**config.mk**
```make
export PLATFORM = sky130hd
export DESIGN_NAME = clkout_pd_seq
export DESIGN_NICKNAME = d
export VERILOG_FILES = /design/src/rtl/clkout_pd_seq.sv
export SDC_FILE = /design/constraint.sdc
export NUM_CORES = 1
export LEC_CHECK = 0
export BUFFER_PORTS_ARGS = -buffer_cell sky130_fd_sc_hd__buf_2
export CAP_MARGIN = 20
export CORE_ASPECT_RATIO = 0.8
export CORE_MARGIN = 1
export CORE_UTILIZATION = 55
export DETAILED_ROUTE_END_ITERATION = 6
export PLACE_DENSITY = 0.81
export SKIP_CTS_REPAIR_TIMING = 1
export SLEW_MARGIN = 20
export SYNTH_ARGS = -nofsm -noshare
export SYNTH_HDL_FRONTEND = slang
export SYNTH_SLANG_ARGS = --single-unit
```
**constraint.sdc**
```tcl
create_clock -name clk -period 2.26 [get_ports clk]
set_input_delay 0.113 -clock clk [delete_from_list [all_inputs] [get_ports clk]]
set_output_delay 0.113 -clock clk [all_outputs]
set_load 0.1 [all_outputs]
```
**src/rtl/clkout_pd_seq.sv**
```systemverilog
module clkout_pd_seq #(
  parameter int LOCK_TICKS = 1000
) (
  input  logic clk,
  input  logic rst_n,
  input  logic pd_req_n,
  input  logic park_float,
  input  logic oe_inv,
  input  logic lock_ok,
  input  logic tick,
  output logic dif_t,
  output logic dif_c,
  output logic oe_t,
  output logic oe_c,
  output logic pwr_save,
  output logic lock_tmo
);
  localparam int CW = $clog2(LOCK_TICKS + 1);
  localparam logic [CW-1:0] TMAX = CW'(LOCK_TICKS);

  typedef enum logic [1:0] {S_RUN = 2'd0, S_PARK = 2'd1, S_SAVE = 2'd2, S_WAKE = 2'd3} st_t;

  st_t st;
  logic [1:0] sync;
  logic ph;
  logic [1:0] lowcnt;
  logic [CW-1:0] wcnt;

  wire req_s = sync[1];
  wire run = (st == S_RUN);
  wire wake = (st == S_WAKE);

  always_ff @(posedge clk or negedge rst_n)
    if (!rst_n) sync <= 2'b11;
    else        sync <= {sync[0], pd_req_n};

  always_ff @(posedge clk or negedge rst_n) begin
    if (!rst_n) begin
      st     <= S_RUN;
      ph     <= 1'b0;
      lowcnt <= 2'd0;
      wcnt   <= '0;
    end else begin
      case (st)
        S_RUN: begin
          ph <= ~ph;
          if (ph) begin
            if (req_s)              lowcnt <= 2'd0;
            else if (lowcnt != 2'd2) lowcnt <= lowcnt + 2'd1;
          end else if (lowcnt == 2'd2) begin
            st <= S_PARK;
          end
        end
        S_PARK: begin
          st     <= S_SAVE;
          lowcnt <= 2'd0;
          ph     <= 1'b1;
        end
        S_SAVE: begin
          wcnt <= '0;
          if (req_s) st <= S_WAKE;
        end
        S_WAKE: begin
          if (tick && wcnt != TMAX) wcnt <= wcnt + 1'b1;
          if (!req_s) st <= S_SAVE;
          else if (lock_ok) begin
            st <= S_RUN;
            ph <= 1'b1;
          end
        end
        default: st <= S_RUN;
      endcase
    end
  end

  wire en_t = run | wake | !park_float;
  wire en_c = run | (wake & park_float);

  assign dif_t    = run ? ph : 1'b1;
  assign dif_c    = run ? ~ph : 1'b0;
  assign oe_t     = en_t ^ oe_inv;
  assign oe_c     = en_c ^ oe_inv;
  assign pwr_save = (st == S_SAVE);
  assign lock_tmo = wake && (wcnt == TMAX);
endmodule

```
==> results of run 1 <==
[metal layers]
metal  up-vias  wire length (µm)  GRT usage (%)
li1        416                 -              -
met1       412              1040           33.8
met2        17               918           38.0
met3         2               106           6.06
met4         0                 8           4.29
met5         -                 0              0
[worst max-delay path, cell delays in order (launching register included)]
cell and delay, ns:
dfrtp_1 0.38, inv_1 0.11, ha_1 0.31, a21oi_1 0.23, xnor2_2 0.13, buf_2 0.44
[through the flow]
stage                     std cells  area [µm²]  hold WS (ns)  setup WS [ns]  utilization (%)
after floorplan                 103        1050        -0.183         0.0245                -
after global routing            142        1180         0.163          0.155             70.6
after detailed placement        136        1140        0.0533          0.325             67.8
after CTS                       140        1160        -0.267          0.247             69.4
after global placement          136        1140        0.0510          0.373             67.8
final                           142        1180         0.153          0.259             70.6
[final timing paths]
check	from	to
worst max-delay path	st[0]	oe_c
worst min-delay path	tick	wcnt[8]
worst max register to register	st[1]	wcnt[2]
worst min register to register	sync[0]	sync[1]
max in group asynchronous	rst_n	sync[0]
min in group asynchronous	rst_n	wcnt[3]
[cell type report]
class	instances	share of cell area (%)
timing repair buffer	14	6.77
multi-input combinational	77	49.6
tap	22	2.33
inverter	8	2.86
sequential	17	36.2
clock buffer	4	2.22
[state kept, by name, indices dropped and copies added (netlist names)]
| signal | cells |
|---|---|
| st | 2 |
| lowcnt | 2 |
| sync | 2 |
| ph | 1 |
| wcnt | 10 |
[power by group]
| group | switching (mW) | internal (mW) |
|---|---|---|
| sequential | 0.0673 | 0.369 |
| clock | 0.0896 | 0.0687 |
| combinational | 0.643 | 0.240 |
[synth_stat cells (all sizes together), types with 2 or more instances]
master,instances,area share [%]
o31ai,6,4.9
nand3,9,4.4
a21oi,3,1.5
ha,8,9.9
dfrtp,15,37
o211ai,2,1.5
dfstp,2,5.2
xor2,2,1.7
and3,2,1.2
o21ai,5,2.5
nand2b,4,2.5
inv,8,3.0
nor2,3,1.1
nand2,6,2.2
o41ai,2,1.7
nor2b,3,1.8
xnor2,2,1.7
o31a,2,1.7
nand4,3,2.5
and2,2,1.2
[kinds of logic after synthesis]
kind of cell             share of synthesized area (%)
AO/OA/AOI/OAI                                     18.8
XOR/XNOR                                          3.45
adder cells (fa/ha/maj)                           9.85
buffers and inverters                             3.32
flip-flops                                        42.1
multiplexers                                     0.985
AND/OR/NAND/NOR                                   21.4
==> results_dict.tcl, run 1 <==
set metrics [dict create \
    final-seq-area_um2 428 \
    slew_headroom_pct 68.2 \
    rsz0062_at_grt "no" \
    final_cell_mix "dfrtp_1 (15), buf_2 (12), nand3_1 (9)" \
    fill_cells 124 \
    whs_path_depth 3 \
    fin_crit_ns 2.00 \
    max-vdd-ir-drop_mv 0.915 \
    io_pins 13 \
    die_w_um 50.1 \
    fmax_ghz 0.500 \
    power_mw 1.48 \
    drtIter0Drc 29 \
    grt_pass1_wl_mm 3.42 \
    netlist_area_um2 1020 \
    reg2reg_slack_ns 0.29 \
    grt_overflow_total 0 \
    fp.dieArea_um2 2020 \
    synthCells 103 \
    syn2layout_area_growth_pct 16.4 \
    place_congestion 0.856 \
    path_max_fanout 7 \
    worst_pin_slew_ns 0.475 \
    synth_warnings 0 \
    p_per_area_nw_per_um2 1250 \
    cts_buffer_depth 2 \
    synth_seq_cells 17 \
    p_leak_nw 0.528 \
    drcViolationCount 0 \
    avgViaCountPerCell 5.96 \
    hp-class "input port to flip-flop" \
    diodes 0 \
    finClkSkew_ns 0.00496 \
    final-hold-violation-count 0 \
    rows 13 \
    layout_commonest_cell "dfrtp_1" \
    critPathRequiredTime_ns 2.15 \
    status "finished clean" \
    htreeDepth 1 \
    synth_top_flop_cell "dfrtp_1" \
    cp-start-kind "flip-flop" \
    dp_hpwl_mm 1.59 \
    finalMaxSlewViolations 0 \
    rr_worst_depth 5 \
    synth.distinct_cells 36 \
    final_layout_size_suffix_gt1_share_pct 20.0 \
    drt-total-wl_mm 2.08 \
    worstPathArrival_ns 1.89 \
    avgSynthCellArea_um2 9.86 \
    core_um2 1680 \
    syn_nets 118 \
    die_y_um 40.4 \
    multi_input_area_um2 587 \
    period_share_pct 88.5 \
    num_vias 847 \
    yosysSeqAreaShare_pct 42.1 \
    setup_viol 0 \
    numClockSinks 17 \
    first_pass_iters 4 \
    ant_nets 0 \
    critPathKind "flip-flop to primary output" \
    io_buffers 12 \
    antenna_found_initial 0 \
    clk_latency_ns 0.29 \
    clockRootBuffer "clkbuf_4" \
    cts_tree "done" \
    synth_async_sr_flop_share_pct 100 \
    final_nets 136 \
    grt_pass1_vias 726 \
    setup_tns_ns 0 \
    grt_max_degree 18 \
    cts.reportedPaths.clkPinSlew_ns 0.09 \
    cts-buffers-inserted 3 \
    grt_use_total_pct 24.0 \
    worst_setup_path_end_kind "primary output" \
    cap_violations 0 \
    initial_core_util_pct 60.6 \
    synth-edff-count 0 \
    wl_per_cell_um 14.6 \
]
Power figures use the tool's default switching activity.
==> run 2: changes to the inputs <==
==> constraint.sdc (replaced) <==
create_clock -name clk -period 2 [get_ports clk]
set_input_delay 0.1 -clock clk [delete_from_list [all_inputs] [get_ports clk]]
set_output_delay 0.1 -clock clk [all_outputs]
set_load 0.1 [all_outputs]
==> results_dict.tcl, run 2 (synthesis results as in run 1) <==
set metrics [dict create \
    status "finished clean" \
    worst_setup_path_end_kind "primary output" \
    r2r_start "wcnt[0]" \
    core_um2 1680 \
    fin_util_pct 71.9 \
    critPathRequiredTime_ns 1.90 \
    fin_ws_ns 0.0808 \
    cts-buffers-inserted 3 \
    critPathKind "flip-flop to primary output" \
    rows 13 \
    slew_headroom_pct 67.6 \
    reg2reg_slack_ns 0.13 \
    worst_pin_slew_ns 0.489 \
    cts_buffer_depth 2 \
    io_buffers 12 \
    fmax_ghz 0.521 \
    grt_max_degree 18 \
    ant_nets 0 \
    top_register "wcnt" \
    cp-start-kind "flip-flop" \
    setup_tns_ns 0 \
    htreeDepth 1 \
    cts_tree "done" \
    max-vdd-ir-drop_mv 0.796 \
    drt-met1-wl_mm 1.00 \
    p_leak_nw 0.537 \
    drt-total-wl_mm 2.21 \
    wl_met2_mm 1.05 \
    grt_pass1_wl_mm 3.45 \
    wl_met3_um 133 \
    first_pass_iters 4 \
    path_max_fanout 5 \
    grt_overflow_total 0 \
    diodes 0 \
    dp_hpwl_mm 1.66 \
    fin_crit_ns 1.92 \
    clk_latency_ns 0.29 \
    final_layout_size_suffix_gt1_share_pct 22.1 \
    period_share_pct 96.0 \
    wl_per_cell_um 15.3 \
    initial_core_util_pct 60.6 \
    hp-class "input port to flip-flop" \
    rsz0062_at_grt "no" \
    final-hold-violation-count 0 \
    num_vias 879 \
    clockRootBuffer "clkbuf_4" \
    p_per_area_nw_per_um2 1420 \
    numClockSinks 17 \
    largest_register_ffs 10 \
    antenna_found_initial 0 \
    worstPathArrival_ns 1.82 \
    setup_viol 0 \
    holdWs_ns 0.151 \
    syn2layout_area_growth_pct 18.6 \
    die_y_um 40.4 \
    drtIter0Drc 62 \
    timing.rr.end "wcnt[7]" \
    finClkSkew_ns 0.00370 \
    cap_violations 0 \
    final_nets 138 \
    layout_commonest_cell "dfrtp_1" \
    die_w_um 50.1 \
    io_pins 13 \
    final_cell_mix "dfrtp_1 (15), buf_2 (10), nand3_1 (9)" \
    pre_cts_ws_ns 0.157 \
    place_congestion 0.872 \
    drcViolationCount 0 \
    cts.reportedPaths.clkPinSlew_ns 0.09 \
    rr_worst_depth 6 \
    grt_pass1_vias 757 \
    crit_end "oe_t" \
    fp.dieArea_um2 2020 \
    topRoutingLayerUsed "met4" \
    avgViaCountPerCell 6.10 \
    grt_use_total_pct 25.1 \
    finalMaxSlewViolations 0 \
    worstSetupStartpoint "st[0]" \
]
==> run 2: cell types whose count changed in the layout (fill, tap and decap cells not counted) <==
cell   before  now
buf_2      12   10
buf_4       0    4
ha_1        8    7
ha_2        0    1
==> run 2: layout make-up <==
| cell class | instances | area [µm²] |
|---|---|---|
| sequential | 17 | 428 |
| timing repair buffer | 16 | 100 |
| multi-input combinational | 77 | 589 |
| clock buffer | 4 | 26.3 |
| tap | 22 | 27.5 |
| inverter | 8 | 33.8 |
| fill | 124 | 470 |
==> run 2: critical path, cell delays in order, from the launching register on <==
cell     delay, ns
dfrtp_1       0.41
inv_1         0.16
ha_1          0.26
nand2_1       0.12
xor2_2        0.14
buf_2         0.44
==> run 2: how the worst min path moves through the flow <==
stage	start	endpoint	slack [ns]	cells past startpoint
global route	lock_ok	ph	0.15	3
global placement	rst_n	wcnt[2]	0.03	1
detailed placement	rst_n	wcnt[6]	0.04	1
floorplan	rst_n	lowcnt[0]	-0.20	0
CTS	rst_n	wcnt[3]	-0.29	1
finish	lock_ok	ph	0.15	3
==> run 2: routing by layer <==
layer	vias to the layer above	track usage (%)
li1	424	-
met1	418	30.4
met2	33	42.7
met3	4	9.09
met4	0	7.86
met5	-	0
==> run 2: metrics by stage <==
step	std cells	total power, mW	area (µm²)
final	144	1.71	1200
after global placement	138	1.48	1150
after CTS	142	1.70	1180
after floorplan	103	1.32	1050
after detailed placement	138	1.51	1150
after global routing	144	1.81	1200
==> run 2: report_power, final <==
group          switching (mW)  total [mW]  internal (mW)
registers              0.0835       0.500          0.416
clock network          0.0998       0.177         0.0776
logic                   0.734        1.03          0.294
